==> src/rtl/fir_pair_pkg.sv <==
package fir_pair_pkg;
  typedef enum logic [1:0] {
    MODE_CPLX = 2'b00,
    MODE_REAL = 2'b01,
    MODE_FILT = 2'b10,
    MODE_RSVD = 2'b11
  } fir_mode_e;
endpackage

==> src/rtl/fir_coef_bank.sv <==
module fir_coef_bank #(
  parameter int TAPS   = 16,
  parameter int COEF_W = 22,
  parameter int AW     = 4
) (
  input  logic              clk,
  input  logic              rst_n,
  input  logic              wr_en,
  input  logic [AW-1:0]     wr_addr,
  input  logic [COEF_W-1:0] wr_data,
  input  logic [AW-1:0]     rd_idx,
  output logic [COEF_W-1:0] rd_coef
);
  logic [COEF_W-1:0] bank [TAPS];

  always_ff @(posedge clk or negedge rst_n) begin
    if (!rst_n) begin
      for (int k = 0; k < TAPS; k++) bank[k] <= '0;
    end else if (wr_en) begin
      bank[wr_addr] <= wr_data;
    end
  end

  assign rd_coef = bank[rd_idx];
endmodule

==> src/rtl/fir_tap_line.sv <==
module fir_tap_line #(
  parameter int TAPS   = 16,
  parameter int SAMP_W = 16,
  parameter int AW     = 4
) (
  input  logic              clk,
  input  logic              rst_n,
  input  logic              clr,
  input  logic              shift,
  input  logic [SAMP_W-1:0] din,
  input  logic [AW-1:0]     rd_idx,
  output logic [SAMP_W-1:0] rd_data
);
  logic [SAMP_W-1:0] line [TAPS];

  always_ff @(posedge clk or negedge rst_n) begin
    if (!rst_n) begin
      for (int k = 0; k < TAPS; k++) line[k] <= '0;
    end else if (clr) begin
      for (int k = 0; k < TAPS; k++) line[k] <= '0;
    end else if (shift) begin
      line[0] <= din;
      for (int k = 1; k < TAPS; k++) line[k] <= line[k-1];
    end
  end

  assign rd_data = line[rd_idx];
endmodule

==> src/rtl/fir_mac.sv <==
module fir_mac #(
  parameter int SAMP_W = 16,
  parameter int COEF_W = 22,
  parameter int OUT_W  = 38,
  parameter int ACC_W  = 42
) (
  input  logic              clk,
  input  logic              rst_n,
  input  logic              clr,
  input  logic              step,
  input  logic [SAMP_W-1:0] sample,
  input  logic [COEF_W-1:0] coef,
  output logic [OUT_W-1:0]  sat_out
);
  localparam int PROD_W = SAMP_W + COEF_W;
  localparam logic signed [ACC_W-1:0] MAXV =
    {{(ACC_W-OUT_W+1){1'b0}}, {(OUT_W-1){1'b1}}};
  localparam logic signed [ACC_W-1:0] MINV =
    {{(ACC_W-OUT_W+1){1'b1}}, {(OUT_W-1){1'b0}}};

  logic signed [ACC_W-1:0]  acc, acc_nxt;
  logic signed [PROD_W-1:0] prod;

  assign prod    = $signed(sample) * $signed(coef);
  assign acc_nxt = acc + {{(ACC_W-PROD_W){prod[PROD_W-1]}}, prod};

  always_ff @(posedge clk or negedge rst_n) begin
    if (!rst_n)    acc <= '0;
    else if (clr)  acc <= '0;
    else if (step) acc <= acc_nxt;
  end

  always_comb begin
    if (acc_nxt > MAXV)      sat_out = MAXV[OUT_W-1:0];
    else if (acc_nxt < MINV) sat_out = MINV[OUT_W-1:0];
    else                     sat_out = acc_nxt[OUT_W-1:0];
  end
endmodule

==> src/rtl/fir_ctrl.sv <==
module fir_ctrl
  import fir_pair_pkg::*;
#(
  parameter int TAPS = 16,
  parameter int AW   = 4
) (
  input  logic          clk,
  input  logic          rst_n,
  input  logic [1:0]    mode,
  input  logic          in_valid,
  input  logic          out_ready,
  output logic          in_ready,
  output logic          accept,
  output logic          start,
  output logic          mode_chg,
  output logic          q_act,
  output logic          busy,
  output logic          last,
  output logic [AW-1:0] idx,
  output logic          out_pend,
  output logic [1:0]    mode_q
);
  logic [1:0] phase;
  logic [1:0] phase_end;

  assign mode_chg  = (mode != mode_q);
  assign q_act     = (mode_q == MODE_CPLX);
  assign phase_end = (mode_q == MODE_REAL) ? 2'd1 : 2'd3;
  assign in_ready  = !mode_chg && !busy && (!out_pend || out_ready);
  assign accept    = in_valid && in_ready;
  assign start     = accept && (phase == phase_end);
  assign last      = busy && (idx == AW'(TAPS-1));

  always_ff @(posedge clk or negedge rst_n) begin
    if (!rst_n) begin
      mode_q   <= MODE_CPLX;
      phase    <= '0;
      busy     <= 1'b0;
      idx      <= '0;
      out_pend <= 1'b0;
    end else if (mode_chg) begin
      mode_q   <= mode;
      phase    <= '0;
      busy     <= 1'b0;
      idx      <= '0;
      out_pend <= 1'b0;
    end else begin
      if (accept) phase <= (phase == phase_end) ? 2'd0 : phase + 2'd1;
      if (start) begin
        busy <= 1'b1;
        idx  <= '0;
      end else if (busy) begin
        idx <= idx + AW'(1);
        if (last) busy <= 1'b0;
      end
      if (last)                      out_pend <= 1'b1;
      else if (out_pend && out_ready) out_pend <= 1'b0;
    end
  end
endmodule

==> src/rtl/fir_pair_top.sv <==
module fir_pair_top
  import fir_pair_pkg::*;
#(
  parameter int TAPS   = 16,
  parameter int SAMP_W = 16,
  parameter int COEF_W = 22,
  parameter int OUT_W  = 38,
  localparam int AW    = (TAPS > 1) ? $clog2(TAPS) : 1
) (
  input  logic              clk,
  input  logic              rst_n,
  input  logic [1:0]        mode,
  input  logic              coef_we,
  input  logic [AW-1:0]     coef_addr,
  input  logic [COEF_W-1:0] coef_data,
  input  logic              in_valid,
  output logic              in_ready,
  input  logic [SAMP_W-1:0] in_i,
  input  logic [SAMP_W-1:0] in_q,
  input  logic              out_ready,
  output logic              out_valid_i,
  output logic              out_valid_q,
  output logic [OUT_W-1:0]  out_i,
  output logic [OUT_W-1:0]  out_q
);
  localparam int NPATH = 2;
  localparam int ACC_W = SAMP_W + COEF_W + AW;

  logic          accept, start, mode_chg, q_act, busy, last, out_pend;
  logic [AW-1:0] idx;
  logic [1:0]    mode_q;
  logic [COEF_W-1:0] cur_coef;
  logic [SAMP_W-1:0] path_din [NPATH];
  logic [SAMP_W-1:0] path_tap [NPATH];
  logic [OUT_W-1:0]  path_sat [NPATH];
  logic              path_shift [NPATH];
  logic [OUT_W-1:0]  res_i, res_q;

  fir_ctrl #(.TAPS(TAPS), .AW(AW)) u_ctrl (
    .clk(clk), .rst_n(rst_n), .mode(mode), .in_valid(in_valid),
    .out_ready(out_ready), .in_ready(in_ready), .accept(accept),
    .start(start), .mode_chg(mode_chg), .q_act(q_act), .busy(busy),
    .last(last), .idx(idx), .out_pend(out_pend), .mode_q(mode_q)
  );

  fir_coef_bank #(.TAPS(TAPS), .COEF_W(COEF_W), .AW(AW)) u_coef (
    .clk(clk), .rst_n(rst_n), .wr_en(coef_we), .wr_addr(coef_addr),
    .wr_data(coef_data), .rd_idx(idx), .rd_coef(cur_coef)
  );

  assign path_din[0]   = in_i;
  assign path_din[1]   = in_q;
  assign path_shift[0] = accept;
  assign path_shift[1] = accept && q_act;

  for (genvar g = 0; g < NPATH; g++) begin : g_path
    fir_tap_line #(.TAPS(TAPS), .SAMP_W(SAMP_W), .AW(AW)) u_line (
      .clk(clk), .rst_n(rst_n), .clr(mode_chg), .shift(path_shift[g]),
      .din(path_din[g]), .rd_idx(idx), .rd_data(path_tap[g])
    );
    fir_mac #(.SAMP_W(SAMP_W), .COEF_W(COEF_W), .OUT_W(OUT_W), .ACC_W(ACC_W)) u_mac (
      .clk(clk), .rst_n(rst_n), .clr(start), .step(busy),
      .sample(path_tap[g]), .coef(cur_coef), .sat_out(path_sat[g])
    );
  end

  always_ff @(posedge clk or negedge rst_n) begin
    if (!rst_n) begin
      res_i <= '0;
      res_q <= '0;
    end else if (mode_chg) begin
      res_i <= '0;
      res_q <= '0;
    end else if (last) begin
      res_i <= path_sat[0];
      res_q <= q_act ? path_sat[1] : '0;
    end
  end

  assign out_valid_i = out_pend;
  assign out_valid_q = out_pend && q_act;
  assign out_i       = res_i;
  assign out_q       = res_q;
endmodule

==> config.mk <==
export PLATFORM = sky130hd
export DESIGN_NAME = fir_pair_top
export DESIGN_NICKNAME = d
export VERILOG_FILES = /design/src/rtl/fir_pair_pkg.sv /design/src/rtl/fir_coef_bank.sv /design/src/rtl/fir_tap_line.sv /design/src/rtl/fir_mac.sv /design/src/rtl/fir_ctrl.sv /design/src/rtl/fir_pair_top.sv
export SDC_FILE = /design/constraint.sdc
export NUM_CORES = 2
export LEC_CHECK = 0
export ABC_AREA = 1
export BUFFER_PORTS_ARGS = -buffer_cell sky130_fd_sc_hd__buf_2
export CAP_MARGIN = 20
export CORE_ASPECT_RATIO = 1.75
export CORE_MARGIN = 3
export CORE_UTILIZATION = 50
export CTS_CLUSTER_DIAMETER = 50
export DETAILED_ROUTE_END_ITERATION = 7
export GPL_TIMING_DRIVEN = 0
export HOLD_SLACK_MARGIN = 0.05
export PLACE_DENSITY = 0.66
export SLEW_MARGIN = 20
export SYNTH_ARGS = -nofsm -noshare
export SYNTH_HDL_FRONTEND = slang
export SYNTH_SLANG_ARGS = --single-unit
==> constraint.sdc <==
create_clock -name clk -period 11.7 [get_ports clk]
set_input_delay 1.17 -clock clk [delete_from_list [all_inputs] [get_ports clk]]
set_output_delay 1.17 -clock clk [all_outputs]
set_load 0.005 [all_outputs]
; Word-level counts from Yosys, hierarchy flattened
; Cells that the tools add are included.
[totals]
ff_bits = 1034
inputBits = 65
output_inout_bits = 79
elab_cells = 139
[classes]
addsub = 4
multipliers = 2
n_lt_le_gt_ge = 7
n_eq_ne = 4
n_mux = 43
bitwise = 2
n_reduce_logical = 20
[ops]
columns = cell, n
row1 = 256-bit two-way mux, 4
row2 = 352-bit bitwise mux, 1
row3 = 38-bit two-way mux, 9
row4 = 42-bit two-way mux, 4
row5 = 16-bit binary-select mux with 4-bit select, 2
row6 = 22-bit binary-select mux with 4-bit select, 1
row7 = 22-bit demux with 4-bit select, 1
row8 = 42-bit adder, 2
row9 = 42-bit by 38-bit greater-than comparator with 1-bit output (second input constant), 2
row10 = 42-bit by 38-bit < comparator with 1-bit output (second input constant), 2
row11 = 16-bit by 22-bit multiplier with 38-bit output, 2
row12 = 22-bit two-way mux, 3
row13 = 16-bit two-way mux, 4
row14 = 4-bit two-way mux, 3
row15 = 5-bit greater-or-equal comparator (second input constant), 2
row16 = 4-bit NOT with 5-bit output, 2
row17 = 1-bit logical AND, 9
row18 = 2-bit two-way mux, 4
row19 = 2-bit nonzero test, 4
row20 = 1-bit two-way mux, 7
row21 = 3-bit nonzero test, 2
row22 = 5-bit by 1-bit < comparator with 1-bit output (second input constant), 1
row23 = 4-bit by 1-bit adder with 4-bit output (second input constant), 1
row24 = 4-bit == test (second input constant), 1
row25 = 7 further kinds, 9

; Logic depth before layout (Yosys ltp)
[logic_depth]
ltp_word = 12
mapped_depth = 58
ltp_nobuf = 53

; Modules after synthesis
; A second synthesis with hierarchy kept.
[unflattened]
cells_unflattened = 11212
hier_area_um2 = 83515.1
[by_module_without_submodules]
columns = module, n_inst, cells_per_inst, area_each_um2, seq_area_each_um2
row1 = fir_tap_line, 2, 1688, 12786.0, 6406.1
row2 = fir_mac at g_path[0].u_mac, 1, 2600, 18856.8, 1051.0
row3 = fir_mac at g_path[1].u_mac, 1, 2554, 18332.6, 1051.0
row4 = fir_coef_bank, 1, 2278, 17108.9, 8808.4
row5 = fir_pair_top, 1, 339, 3098.0, 1901.8
row6 = fir_ctrl, 1, 65, 546.8, 250.2

; Worst setup path before layout
; OpenSTA, ideal clock, no wires.
[synth_timing]
path_type = register -> register
start = reg u_ctrl.idx[0]
end = reg res_i[21], in the netlist out_i[21]
setup_time_ps = 122
t_arrival_ps = 8200
required_time_ps = 11578
setup_slack_ps = 3378
path_stages_with_launch = 50
path_buffers = 7
synth_period_minus_slack_ps = 8322
cell_sequence = dfrtp_1 > buf_4 > buf_4 > buf_4 > buf_2 > buf_2 > a21oi_1 > o21ai_0 > nand3_1 > nand3_1 > nand2_1 > buf_2 > nand2_1 > fa_1 > inv_1 > fa_1 > inv_1 > fa_1 > (+14 left out) > xnor2_1 > ha_1 > nand2_1 > nor2_2 > inv_2 > nor2_1 > nand2_1 > nor2_1 > nand2_1 > nand3_1 > nand2_1 > nand2_2 > inv_2 > nand2_2 > nand2_4 > nand3_4 > buf_8 > nand3_2
[synth_between]
elab_chain_len = 11
word_cells_on_any_way = 18
cone_classes = add/sub: 1 / mul: 1 / order compare: 2 / eq/ne: 1 / mux: 10 / bitwise: 1 / reduce/logical: 2
[synth_lines]
columns = element, line
row1 = "start, declared", fir_ctrl.sv:19  ; output logic [AW-1:0] idx,
row2 = "start signal, assigned", fir_ctrl.sv:53  ; idx <= idx + AW'(1);
row3 = 4-bit NOT with 5-bit output (implied by the code), "fir_coef_bank.sv:24, fir_tap_line.sv:27"
row4 = 16-bit binary-select mux with 4-bit select or 22-bit binary-select mux with 4-bit select (tied branches), "fir_tap_line.sv:27, fir_coef_bank.sv:24"
row5 = 16-bit two-way mux (implied by the code) or 22-bit two-way mux (tied branches) (2 in series), "fir_tap_line.sv:27, fir_coef_bank.sv:24"
row6 = 16-bit by 22-bit multiplier with 38-bit output, fir_mac.sv:24  ; assign prod = $signed(sample) * $signed(coef);
row7 = 42-bit adder, fir_mac.sv:25  ; assign acc_nxt = acc + {{(ACC_W-PROD_W){prod[PROD_W-1]}}, prod};
row8 = 42-bit by 38-bit < comparator with 1-bit output, fir_mac.sv:35  ; else if (acc_nxt < MINV) sat_out = MINV[OUT_W-1:0];
row9 = 38-bit two-way mux, fir_mac.sv:35
row10 = 38-bit two-way mux, fir_mac.sv:34  ; if (acc_nxt > MAXV) sat_out = MAXV[OUT_W-1:0];
row11 = 38-bit two-way mux, fir_pair_top.sv:74  ; end else if (last) begin
row12 = 38-bit two-way mux, fir_pair_top.sv:71  ; end else if (mode_chg) begin
row13 = "end signal, assigned", fir_pair_top.sv:75  ; res_i <= path_sat[0];
row14 = "end, declared", fir_pair_top.sv:37  ; logic [OUT_W-1:0] res_i, res_q;
; Several ways; a longest one is shown, not always the timed one. The select of a mux whose other input is x is not followed.
; A chain may end at the register's enable or synchronous reset.

; Worst setup path after layout
[layout_timing]
start = reg u_ctrl.idx[0]
end = reg res_i[36], in the netlist out_i[36]
; The elaborated chain is that of the path after synthesis.

==> results.sh <==
export IMPL_setup_viol=0
export IMPL_cp_max_fo=10
export IMPL_die_w_um=306
export IMPL_overflow=0
export IMPL_dr_pass1_iters=7
export IMPL_fill_cells=15000
export IMPL_dp_hpwl_um=285000
export IMPL_grt_pass1_vias=75000
export IMPL_yosysSeqAreaShare=0.329
export IMPL_fmax_mhz=86.2
export IMPL_worst_pin_slew_ns=1.26
export IMPL_yosysTopAreaCell="dfrtp_1"
export IMPL_cellLeakagePower_nw=45.4
export IMPL_grt_max_degree=140
export IMPL_htree_levels=3
export IMPL_postSynthAreaPerCell_um2=8.06
export IMPL_synth_ff_type="dfrtp_1"
export IMPL_initial_core_util=0.506
export IMPL_final_core_util=0.555
export IMPL_slew_limit_headroom=0.160
export IMPL_syn_nets=10800
export IMPL_worst_endpoint_arrival_ns=12.30
export IMPL_outcome="complete, no violations"
export IMPL_slew_viol_final=0
export IMPL_coreArea_um2=156000
export IMPL_vias=71000
export IMPL_dr_wl_met3_um=21800
export IMPL_worst_setup_path_type="reg2reg"
export IMPL_holdWs_ns=0.248
export IMPL_ir_drop_v=0.000129
export IMPL_ys_ff_latch=1034
export IMPL_area_delta_synth_final_pct=9.86
export IMPL_gp_congestion=1.03
export IMPL_worst_path_largest_cell_delay_ns=0.82
export IMPL_antenna_found_initial=12
export IMPL_synth_most_common_cell="inv_1"
export IMPL_hold_class="in2async"
export IMPL_maxCapViolCount=0
export IMPL_fp_dieArea_um2=162000
export IMPL_synth_cell_types=54
export IMPL_drtAntennaViolNets=0
export IMPL_ys_warn_count=0
export IMPL_routed_wl_um=353000
export IMPL_synth_cells=9757
export IMPL_highest_layer="met5"
export IMPL_ys_top_cells_by_count="2038 x inv_1, 1938 x nand2_1, 1034 x dfrtp_1"
export IMPL_wl_met2_um=177000
export IMPL_rows=191
export IMPL_fin_cells=12200
export IMPL_cts_root_buf="clkbuf_16"
export IMPL_drtIter0Drc=5756
export IMPL_final_net_count=11100
export IMPL_synth_top_area_frac=0.329
export IMPL_cts_buffers=109
export IMPL_cts_tree="built"
export IMPL_synth_edf_count=0
export IMPL_power_density_nw_per_um2=140
export IMPL_wire_per_inst_um=29.0
export IMPL_path_clk_slew_ns=0.07
export IMPL_wl_met1_um=97800
export IMPL_fin_crit_ns=11.61
export IMPL_synthTopCellsByArea="dfrtp_1 33%, fa_1 18%, inv_1 9.7%, nand2_1 9.2%, o21ai_0 6.0%"
export IMPL_cts_sinks=1034
export IMPL_viasPerCell=5.84
export IMPL_grt_first_pass_wirelength_um=503000
export IMPL_drive_above_1_share=0.0869
export IMPL_critPathLaunchType="register"
export IMPL_clockBufferDepth=3
export IMPL_end_kind="register"
export IMPL_portBuffers=140
export IMPL_drc=0
export IMPL_clkLatencyLatePin_ns=0.81
export IMPL_finalHoldViolCount=0
export IMPL_synthArstFlopShare=1.00
export IMPL_netlist_area_um2=78700
export IMPL_grt_use_total=0.436
export IMPL_ioPinCount=144
export IMPL_cts_hold_buf=0
export IMPL_crit_path_frequent_cell="nand3_1"
export IMPL_min_period_over_period=0.992
export IMPL_cp_required_ns=12.39
export IMPL_cp_slowest_cell="clkbuf_1"
export IMPL_skew_ns=0.0573
export IMPL_die_y_um=531
export IMPL_placedCellCount=11900
layout by cell type, fill, tap and decap left out, types with 15 or more instances in the layout:
master,n
nor2_1,334
buf_4,30
clkbuf_2,53
a21o_1,17
a22o_1,58
o21bai_1,26
inv_2,15
o211ai_1,91
buf_2,389
fa_1,690
nand3_1,422
nand4_1,26
o21ai_0,944
a21oi_1,498
nor3_1,15
dfrtp_1,1034
nand3_2,62
inv_1,2038
clkbuf_16,109
xnor2_1,49
clkbuf_8,30
ha_1,271
clkbuf_1,196
nand2_2,41
xor2_1,83
nor2_2,21
nand2_1,1917
o22ai_1,454
clkbuf_4,20
cells by family after synthesis:
family                     after synthesis  synth area share
xor gates and xnor gates               137            0.0153
DFF                                   1034             0.329
buffers and inverters                 2613             0.131
and+or+nand+nor                       2892             0.155
adders and majority gates              965             0.220
AOI/OAI and AO/OA                     2116             0.150
final cells by class:
cell class,instances,area (µm²),area share
repair buffers,155,1020,0.0118
flip-flops and latches,1034,25900,0.299
clock buffers,155,3200,0.0370
well taps,2026,2530,0.0293
plain buffers,553,2770,0.0320
multi-input cells,6110,42600,0.493
clock inverters,47,642,0.00743
diodes,12,30.0,0.000348
inverters,2059,7730,0.0895
where the power goes:
group / switching [mW] / total (mW) / internal [mW]
clock network: 1.67 / 3.79 / 2.12
logic: 3.02 / 4.19 / 1.17
registers: 0.186 / 4.10 / 3.91
per-stage QoR:
stage / setup TNS [ns] / area [µm²] / power (mW) / setup WS [ns]
6_report: 0 / 86400 / 12.1 / 0.0925
5_1_grt: -1.32 / 86400 / 12.5 / -0.0632
4_1_cts: 0 / 86200 / 12.0 / 0.00356
3_5_place_dp: -35.75 / 82200 / 8.22 / -0.765
3_3_place_gp: - / 81900 / 8.17 / -13.66
2_1_floorplan: 0 / 78700 / 6.49 / 3.38
metal layers:
layer,GRT usage,vias up
li1,-,31200
met1,0.364,34400
met2,0.775,3497
met3,0.0872,1904
met4,0.548,10
met5,0,-
path summary, 6_finish.rpt:
kind,endpoint,start,slack [ns],cells past startpoint
hold reg to reg,u_coef.bank[303]$_DFFE_PN0P_,u_coef.bank[303]$_DFFE_PN0P_,0.48,2
setup reg to reg,out_i[36]$_DFFE_PN0P_,u_ctrl.idx[0]$_DFFE_PN0P_,0.09,41
hold / removal,g_path[1].u_mac.acc[35]$_DFFE_PN0P_,rst_n,0.25,1
setup / recovery,out_i[36]$_DFFE_PN0P_,u_ctrl.idx[0]$_DFFE_PN0P_,0.09,41
max in group asynchronous,u_coef.bank[206]$_DFFE_PN0P_,rst_n,8.71,5
min in group clk,u_coef.bank[303]$_DFFE_PN0P_,u_coef.bank[303]$_DFFE_PN0P_,0.48,2
what timing repair did:
item | in CTS | in global routing
setup endpoints to repair | 85 | 91
buffers inserted | 0 | 2
pin swaps | 0 | 1
resized for setup | 27 | 125
state kept, by name, summed over array words and instances, names as in the netlist:
| register | count |
|---|---|
| out_q | 38 |
| u_ctrl.busy | 1 |
| u_ctrl.out_pend | 1 |
| g_path.u_mac.acc | 84 |
| u_coef.bank | 352 |
| out_i | 38 |
| g_path.u_line.line | 512 |
| u_ctrl.phase | 2 |
| u_ctrl.idx | 4 |
| u_ctrl.mode_q | 2 |
worst max-delay path, delay by kind of cell (launching register included):
kind                     cells  cell delay, ns
AO/OA/AOI/OAI                5            1.31
adder cells (fa/ha/maj)      8            4.43
buffers and inverters        9            2.21
AND/OR/NAND/NOR             19            3.08
flip-flops                   1            0.36
(Power assumes the default switching activity.)
